==> config.mk <==
export PLATFORM = sky130hd
export DESIGN_NAME = mgpio_ctrl
export DESIGN_NICKNAME = d
export VERILOG_FILES = /design/src/rtl/mgpio_pkg.sv /design/src/rtl/mgpio_sync.sv /design/src/rtl/mgpio_port.sv /design/src/rtl/mgpio_ctrl.sv
export SDC_FILE = /design/constraint.sdc
export NUM_CORES = 1
export LEC_CHECK = 0
export CAP_MARGIN = 20
export CORE_ASPECT_RATIO = 1.5
export CORE_MARGIN = 2
export CORE_UTILIZATION = 59
export DETAILED_ROUTE_END_ITERATION = 6
export PLACE_DENSITY_LB_ADDON = 0.2
export SYNTH_ARGS = -nofsm -noshare
export SYNTH_HDL_FRONTEND = slang
export SYNTH_SLANG_ARGS = --single-unit
==> constraint.sdc <==
create_clock -name clk -period 3.9 [get_ports clk]
set_input_delay 0.78 -clock clk [delete_from_list [all_inputs] [get_ports clk]]
set_output_delay 0.78 -clock clk [all_outputs]
set_load 0.05 [all_outputs]
==> src/rtl/mgpio_pkg.sv <==
package mgpio_pkg;

  localparam int OFFSET_W = 5;

  typedef enum logic [2:0] {
    SEL_NONE,
    SEL_DIR,
    SEL_MASK,
    SEL_PIN,
    SEL_SET,
    SEL_CLR
  } reg_sel_e;

  // Register select from the low address bits; everything else is unmapped.
  function automatic reg_sel_e decode_offset(input logic [OFFSET_W-1:0] off);
    reg_sel_e s;
    case (off)
      5'h00:   s = SEL_DIR;
      5'h10:   s = SEL_MASK;
      5'h14:   s = SEL_PIN;
      5'h18:   s = SEL_SET;
      5'h1C:   s = SEL_CLR;
      default: s = SEL_NONE;
    endcase
    return s;
  endfunction

endpackage

==> src/rtl/mgpio_sync.sv <==
module mgpio_sync #(
  parameter int W = 32
) (
  input  logic         clk,
  input  logic         rst_n,
  input  logic [W-1:0] d,
  output logic [W-1:0] q
);

  logic [W-1:0] stage1;
  logic [W-1:0] stage2;

  always_ff @(posedge clk or negedge rst_n) begin
    if (!rst_n) begin
      stage1 <= '0;
      stage2 <= '0;
    end else begin
      stage1 <= d;
      stage2 <= stage1;
    end
  end

  assign q = stage2;

endmodule

==> src/rtl/mgpio_port.sv <==
module mgpio_port
  import mgpio_pkg::*;
#(
  parameter int W = 32
) (
  input  logic         clk,
  input  logic         rst_n,
  input  logic         wr_hit,
  input  reg_sel_e     sel,
  input  logic [W-1:0] wdata,
  input  logic [W-1:0] pin_sync,
  output logic [W-1:0] dir_q,
  output logic [W-1:0] mask_q,
  output logic [W-1:0] out_q,
  output logic [W-1:0] rd_word
);

  logic [W-1:0] open_bits;
  logic [W-1:0] out_next;

  // Only bits with a clear mask bit are open to pin, set and clear writes.
  assign open_bits = wdata & ~mask_q;

  always_comb begin
    case (sel)
      SEL_PIN: out_next = (out_q & mask_q) | open_bits;
      SEL_SET: out_next = out_q | open_bits;
      SEL_CLR: out_next = out_q & ~open_bits;
      default: out_next = out_q;
    endcase
  end

  always_ff @(posedge clk or negedge rst_n) begin
    if (!rst_n) begin
      dir_q  <= '0;
      mask_q <= '0;
      out_q  <= '0;
    end else if (wr_hit) begin
      if (sel == SEL_DIR)  dir_q  <= wdata;
      if (sel == SEL_MASK) mask_q <= wdata;
      out_q <= out_next;
    end
  end

  always_comb begin
    case (sel)
      SEL_DIR:  rd_word = dir_q;
      SEL_MASK: rd_word = mask_q;
      SEL_PIN:  rd_word = pin_sync & ~mask_q;
      SEL_SET:  rd_word = out_q;
      default:  rd_word = '0;
    endcase
  end

endmodule

==> src/rtl/mgpio_ctrl.sv <==
module mgpio_ctrl
  import mgpio_pkg::*;
#(
  parameter int NUM_PORTS = 5,
  parameter int PORT_W    = 32,
  parameter int ADDR_W    = 8
) (
  input  logic                        clk,
  input  logic                        rst_n,
  input  logic [ADDR_W-1:0]           bus_addr,
  input  logic                        bus_wr_en,
  input  logic [PORT_W-1:0]           bus_wdata,
  input  logic                        bus_rd_en,
  output logic [PORT_W-1:0]           bus_rdata,
  input  logic [NUM_PORTS*PORT_W-1:0] pin_in,
  output logic [NUM_PORTS*PORT_W-1:0] pin_out,
  output logic [NUM_PORTS*PORT_W-1:0] pin_oe
);

  localparam int IDX_W   = ADDR_W - OFFSET_W;
  localparam int TOTAL_W = NUM_PORTS * PORT_W;

  reg_sel_e           sel;
  logic [IDX_W-1:0]   port_idx;
  logic [TOTAL_W-1:0] pin_sync;
  logic [TOTAL_W-1:0] mask_flat;
  logic [PORT_W-1:0]  rd_words [NUM_PORTS];
  logic [PORT_W-1:0]  rd_pick;

  assign sel      = decode_offset(bus_addr[OFFSET_W-1:0]);
  assign port_idx = bus_addr[ADDR_W-1:OFFSET_W];

  mgpio_sync #(.W(TOTAL_W)) u_sync (
    .clk   (clk),
    .rst_n (rst_n),
    .d     (pin_in),
    .q     (pin_sync)
  );

  for (genvar p = 0; p < NUM_PORTS; p++) begin : g_port
    logic wr_hit;
    assign wr_hit = bus_wr_en && (port_idx == IDX_W'(p));

    mgpio_port #(.W(PORT_W)) u_port (
      .clk      (clk),
      .rst_n    (rst_n),
      .wr_hit   (wr_hit),
      .sel      (sel),
      .wdata    (bus_wdata),
      .pin_sync (pin_sync[p*PORT_W +: PORT_W]),
      .dir_q    (pin_oe[p*PORT_W +: PORT_W]),
      .mask_q   (mask_flat[p*PORT_W +: PORT_W]),
      .out_q    (pin_out[p*PORT_W +: PORT_W]),
      .rd_word  (rd_words[p])
    );
  end

  // Port indices past the last port match nothing and read as zero.
  always_comb begin
    rd_pick = '0;
    for (int p = 0; p < NUM_PORTS; p++) begin
      if (port_idx == IDX_W'(p)) rd_pick = rd_words[p];
    end
  end

  always_ff @(posedge clk or negedge rst_n) begin
    if (!rst_n)         bus_rdata <= '0;
    else if (bus_rd_en) bus_rdata <= rd_pick;
    else                bus_rdata <= '0;
  end

endmodule

Word level (Yosys, flattened, before mapping). Index checks and enable logic that the tools add are counted.

Bits in registers: 832. Input port bits: 204. Output and inout bits: 352. Logic and storage cells: 111.

Eq/ne operators: 13. Multiplexer cells: 17. Bitwise operators: 40. Reductions and logical operators: 23.

Operators with widths (number): bitwise AND 32 bit (20); one-hot mux 32 bit (4 select lines) (5); one-hot mux 32 bit (3 select lines) (5); inverter 32 bit (10); OR 32 bit (10); 2-to-1 mux 32 bit (6); AND reduction 2 bit (15); equality test 5 bit, second input constant (4); one-hot mux 3 bit (5 select lines) (1); equality test 3 x 2 -> 1 bit, second input constant (4); equality test 3 bit, second input constant (3); equality test 3 x 1 -> 1 bit, second input constant (2); logical AND 1 bit (5); zero test 5 bit (1); zero test 3 bit (1); nonzero test 3 bit (1).

Logic depth before layout (Yosys ltp).
Depth in word-level cells: 10. Depth in mapped cells: 9. Depth with buffers taken out: 5.

Modules after synthesis. From an unflattened synthesis, not the netlist that was laid out.

Cells, all modules: 2765. Area, all modules: 36197.2 µm².

By module, submodules not included: mgpio_port (instances 5, cells each 436, area each 5187.5 µm², sequential area each 2402.3 µm²); mgpio_sync (instances 1, cells each 320, area each 8007.7 µm², sequential area each 8007.7 µm²); mgpio_ctrl (instances 1, cells each 265, area each 2252.2 µm², sequential area each 800.8 µm²).

Worst setup path before layout. No wires, ideal clock.

Path type: input to register. From: input port bus_addr[0]. To: register bus_rdata[16]. Library setup time: 0.096 ns. Arrival time: 2.381 ns. Required time: 3.804 ns. Path slack: 1.424 ns. Cell stages on the path: 8. Buffers on the path: 3. Cell sequence: buf_2 > or4b_1 > buf_6 > buf_6 > a21oi_2 > a2111oi_0 > o32a_1 > nor4_2.

Cells in the longest elaborated chain, start to end: 10. Elaborated cells on any way between the ends: 21. Classes of those cells: 8 x eq/ne; 12 x mux; 1 x reduce/logical.

RTL lines: from (decl) (RTL line mgpio_ctrl.sv:10) `input logic [ADDR_W-1:0] bus_addr,`; equality test 5 bit or zero test 5 bit (tied branches) (RTL line mgpio_pkg.sv:17) `case (off)`; one-hot mux 3 bit (5 select lines) * (RTL line mgpio_pkg.sv:17); equality test 3 bit (tied with other cells) (RTL line mgpio_port.sv:46) `case (sel)`; one-hot mux 32 bit (4 select lines) (RTL line mgpio_port.sv:46); 2-to-1 mux 32 bit (4 in series) (RTL line mgpio_ctrl.sv:62) `if (port_idx == IDX_W'(p)) rd_pick = rd_words[p];`; 2-to-1 mux 32 bit * (RTL line mgpio_ctrl.sv:62); 2-to-1 mux 32 bit * (RTL line mgpio_ctrl.sv:68) `else if (bus_rd_en) bus_rdata <= rd_pick;`; to (signal assigned) (RTL line mgpio_ctrl.sv:68); to (decl) (RTL line mgpio_ctrl.sv:14) `output logic [PORT_W-1:0] bus_rdata,`.

Every way passes the cells marked *; elsewhere a longest branch is shown, timed or not. A chain may end at the register's enable or synchronous reset.

Worst setup path after layout. Ends and elaborated chain as after synthesis.

==> results.py <==
metrics = {
    "status": {
        "status": "complete, no violations",
    },
    "floorplanning": {
        "die-area_um2": 63600,
        "core_um2": 61000,
        "fp.dieW_um": 207,
        "start_util": 0.596,
        "die_h_um": 308,
        "rows": 111,
        "ios": 556,
    },
    "synth": {
        "synth_top_area_frac": 0.573,
        "syn-cell-area_um2": 36300,
        "syn_inst": 3089,
        "synth_top_flop_cell": "dfrtp_1",
        "ys_ff_latch": 832,
        "synth_area_leaders": "dfrtp_1 (57%), mux2_2 (9.7%), mux2i_1 (4.5%)",
        "synth_cell_types": 63,
        "syn_nets": 3293,
        "post-synth-top-area-cell": "dfrtp_1",
        "synth_seq_area_share": 0.573,
        "synth_edf_count": 0,
        "async_reset_ff_frac": 1.00,
        "yosys_warnings": 0,
        "syn_avg_cell_area_um2": 11.8,
    },
    "finish": {
        "final_cells": 4454,
        "area_growth_pct": 26.4,
        "fin_nets": 3793,
        "post-route-util": 0.753,
        "drive_above_1_share": 0.176,
        "fin_area_um2": 45900,
    },
    "drt": {
        "drt_drc_violations_left": 0,
        "vias_per_cell": 6.62,
        "totalWireLength_um": 130000,
        "first_pass_iters": 6,
        "drtAntennaViolNets": 0,
        "drtIter0Drc": 3222,
        "vias": 29500,
        "wl_per_cell_um": 29.1,
    },
    "clock_network": {
        "cts_setup_buffers": 0,
        "clk-insertion-delay-late_ns": 0.65,
        "htreeDepth": 3,
        "clockBufferDepth": 3,
        "hold_buffers": 0,
        "clkTransAtPathRegs_ns": 0.06,
        "cts_sinks": 832,
        "cts_tree": "yes",
        "ctsResizeCount": 0,
        "ctsRootBufferMaster": "clkbuf_16",
        "cts_buffers": 79,
    },
    "flow_run": {
        "cap_violations": 0,
    },
    "sta": {
        "max_freq_mhz": 327,
        "fin_crit_sh": 0.784,
        "tns_ns": 0,
        "setup_viol": 0,
        "hold_viol": 0,
        "min_period_ns": 3.06,
        "maxSlewHeadroom": 0.402,
        "tightestPinTransition_ns": 0.897,
        "rsz0062_at_grt": "no",
        "finClkSkew_ns": 0.0211,
        "drv_slew": 0,
    },
    "worst_setup_path": {
        "crit_path_max_fanout": 58,
        "end_kind": "register",
        "required_ns": 4.45,
        "path_class": "in2reg",
        "start_kind": "input port",
        "critPathArrivalTime_ns": 3.61,
    },
    "global_routing": {
        "grt_pass1_vias": 30400,
        "grt_overflow": 0,
        "grt_use_total": 0.407,
        "grt_max_degree": 133,
        "grt_pass1_wl_um": 189000,
        "antenna_found_initial": 11,
    },
    "power": {
        "p_total_mw": 27.1,
        "p_per_area_nw_per_um2": 590,
        "irDropWorstVdd_uv": 591,
        "leakagePower_nw": 19.4,
    },
    "placed_design": {
        "placed_cell_area_um2": 43000,
        "place_congestion": 0.935,
        "io_buffers": 555,
        "dp_hpwl_um": 84900,
        "dp.cells": 4299,
    },
    "worst_hold_path": {
        "hold_class": "in2async",
    },
}
## power breakdown
group	switching, mW	internal, mW
Combinational	4.98	2.45
Clock	3.45	4.95
Sequential	1.47	9.78
## state kept, by name, indices dropped and copies added, names as in the netlist
signal / cells
g_port.u_port.out_q: 160
g_port.u_port.dir_q: 160
u_sync.stage1: 160
bus_rdata: 32
g_port.u_port.mask_q: 160
u_sync.q: 160
## cells in the mapped netlist (7+ instances only)
master and count:
a2111oi_1 17, a21oi_4 10, a31oi_1 81, nand2_1 188
a21oi_2 11, mux2_2 314, nor3_1 27, o21ai_0 225
nand3b_1 56, nor2b_1 88, inv_1 27, a21oi_1 43
a2111oi_0 26, and3_1 71, a211oi_1 42, a22oi_1 23
nand4b_1 18, a211o_1 11, and3b_1 45, clkbuf_1 132
nand3_1 135, a221o_1 12, buf_2 85, nand4_1 22
dfrtp_1 832, nor4_2 20, buf_4 11, o32a_1 20
nand2b_1 53, a21o_1 7, nor2_1 168, nor3b_1 17
a41oi_1 9, mux2i_1 165
## metal layers
layer	vias up	wire length, µm	track usage
met3	634	14200	0.102
met2	2165	60300	0.632
met5	-	36	0
li1	12100	-	-
met1	14500	44700	0.490
met4	6	10400	0.301
## worst paths after layout
path / startpoint / end / slack [ns] / depth (start not counted)
max: bus_addr[0] / bus_rdata[16] / 0.84 / 7
min reg2reg: u_sync.stage1[22] / u_sync.q[22] / 0.34 / 0
min: rst_n / g_port[2].u_port.dir_q[4] / 0.15 / 1
max in group asynchronous: rst_n / u_sync.q[19] / 2.60 / 2
max reg2reg: g_port[2].u_port.mask_q[4] / bus_rdata[4] / 2.21 / 5
min in group clk: u_sync.stage1[22] / u_sync.q[22] / 0.34 / 0
## critical path, stage by stage
cell and delay (ns):
clkdlybuf4s50_1 0.74, nor4_4 0.40, and2_4 0.26, buf_4 0.58
a2111oi_0 0.26, o32a_1 0.38, nor4_2 0.14
## cell usage in the layout (no fill, tap or decap), types with 16 or more instances in the layout
cell               n
o21ai_0          225
a22oi_1           23
nor3b_1           17
mux2_2           314
nand3b_1          56
and3_1            66
buf_12            29
clkbuf_16         83
a31oi_1           81
nand3_1          129
a211oi_1          42
nor2_1           168
inv_1             27
mux2i_1          165
clkinv_2          16
nand4b_1          18
buf_4             77
clkdlybuf4s50_1  551
nor2b_1           86
dfrtp_1          832
nor3_1            27
nand2b_1          53
clkbuf_8          17
a2111oi_0         26
a2111oi_1         17
nor4_2            20
a21oi_1           43
o32a_1            20
and3b_1           45
nand4_1           22
nand2_1          186
## metrics by stage
stage,hold slack [ns],worst slack [ns]
finish,0.146,0.841
global route,0.187,0.776
CTS,0.163,0.914
detailed placement,0.335,0.248
global placement,0.333,0.342
floorplan,0.331,1.42
## logic make-up (layout without fill, tap and decap cells)
group | count (synthesis) | after routing | share of synthesized area
other | 0 | 9 | 0
flip-flops | 832 | 832 | 0.573
multiplexers | 485 | 485 | 0.145
AO/OA/AOI/OAI | 572 | 572 | 0.106
buffers and inverters | 271 | 836 | 0.0338
AND/OR/NAND/NOR | 928 | 928 | 0.142
adder cells (fa/ha/maj) | 1 | 1 | 0.000310
## area by class of cell
| class | count | area, µm² |
|---|---|---|
| sequential | 832 | 20800 |
| inverter | 29 | 109 |
| timing repair buffer | 661 | 6710 |
| clock buffer | 109 | 2340 |
| fill | 3997 | 15100 |
| antenna | 9 | 22.5 |
| clock inverter | 37 | 493 |
| multi-input combinational | 1986 | 14400 |
| tap | 791 | 990 |
Note: power is estimated with default switching activity, not from simulation.
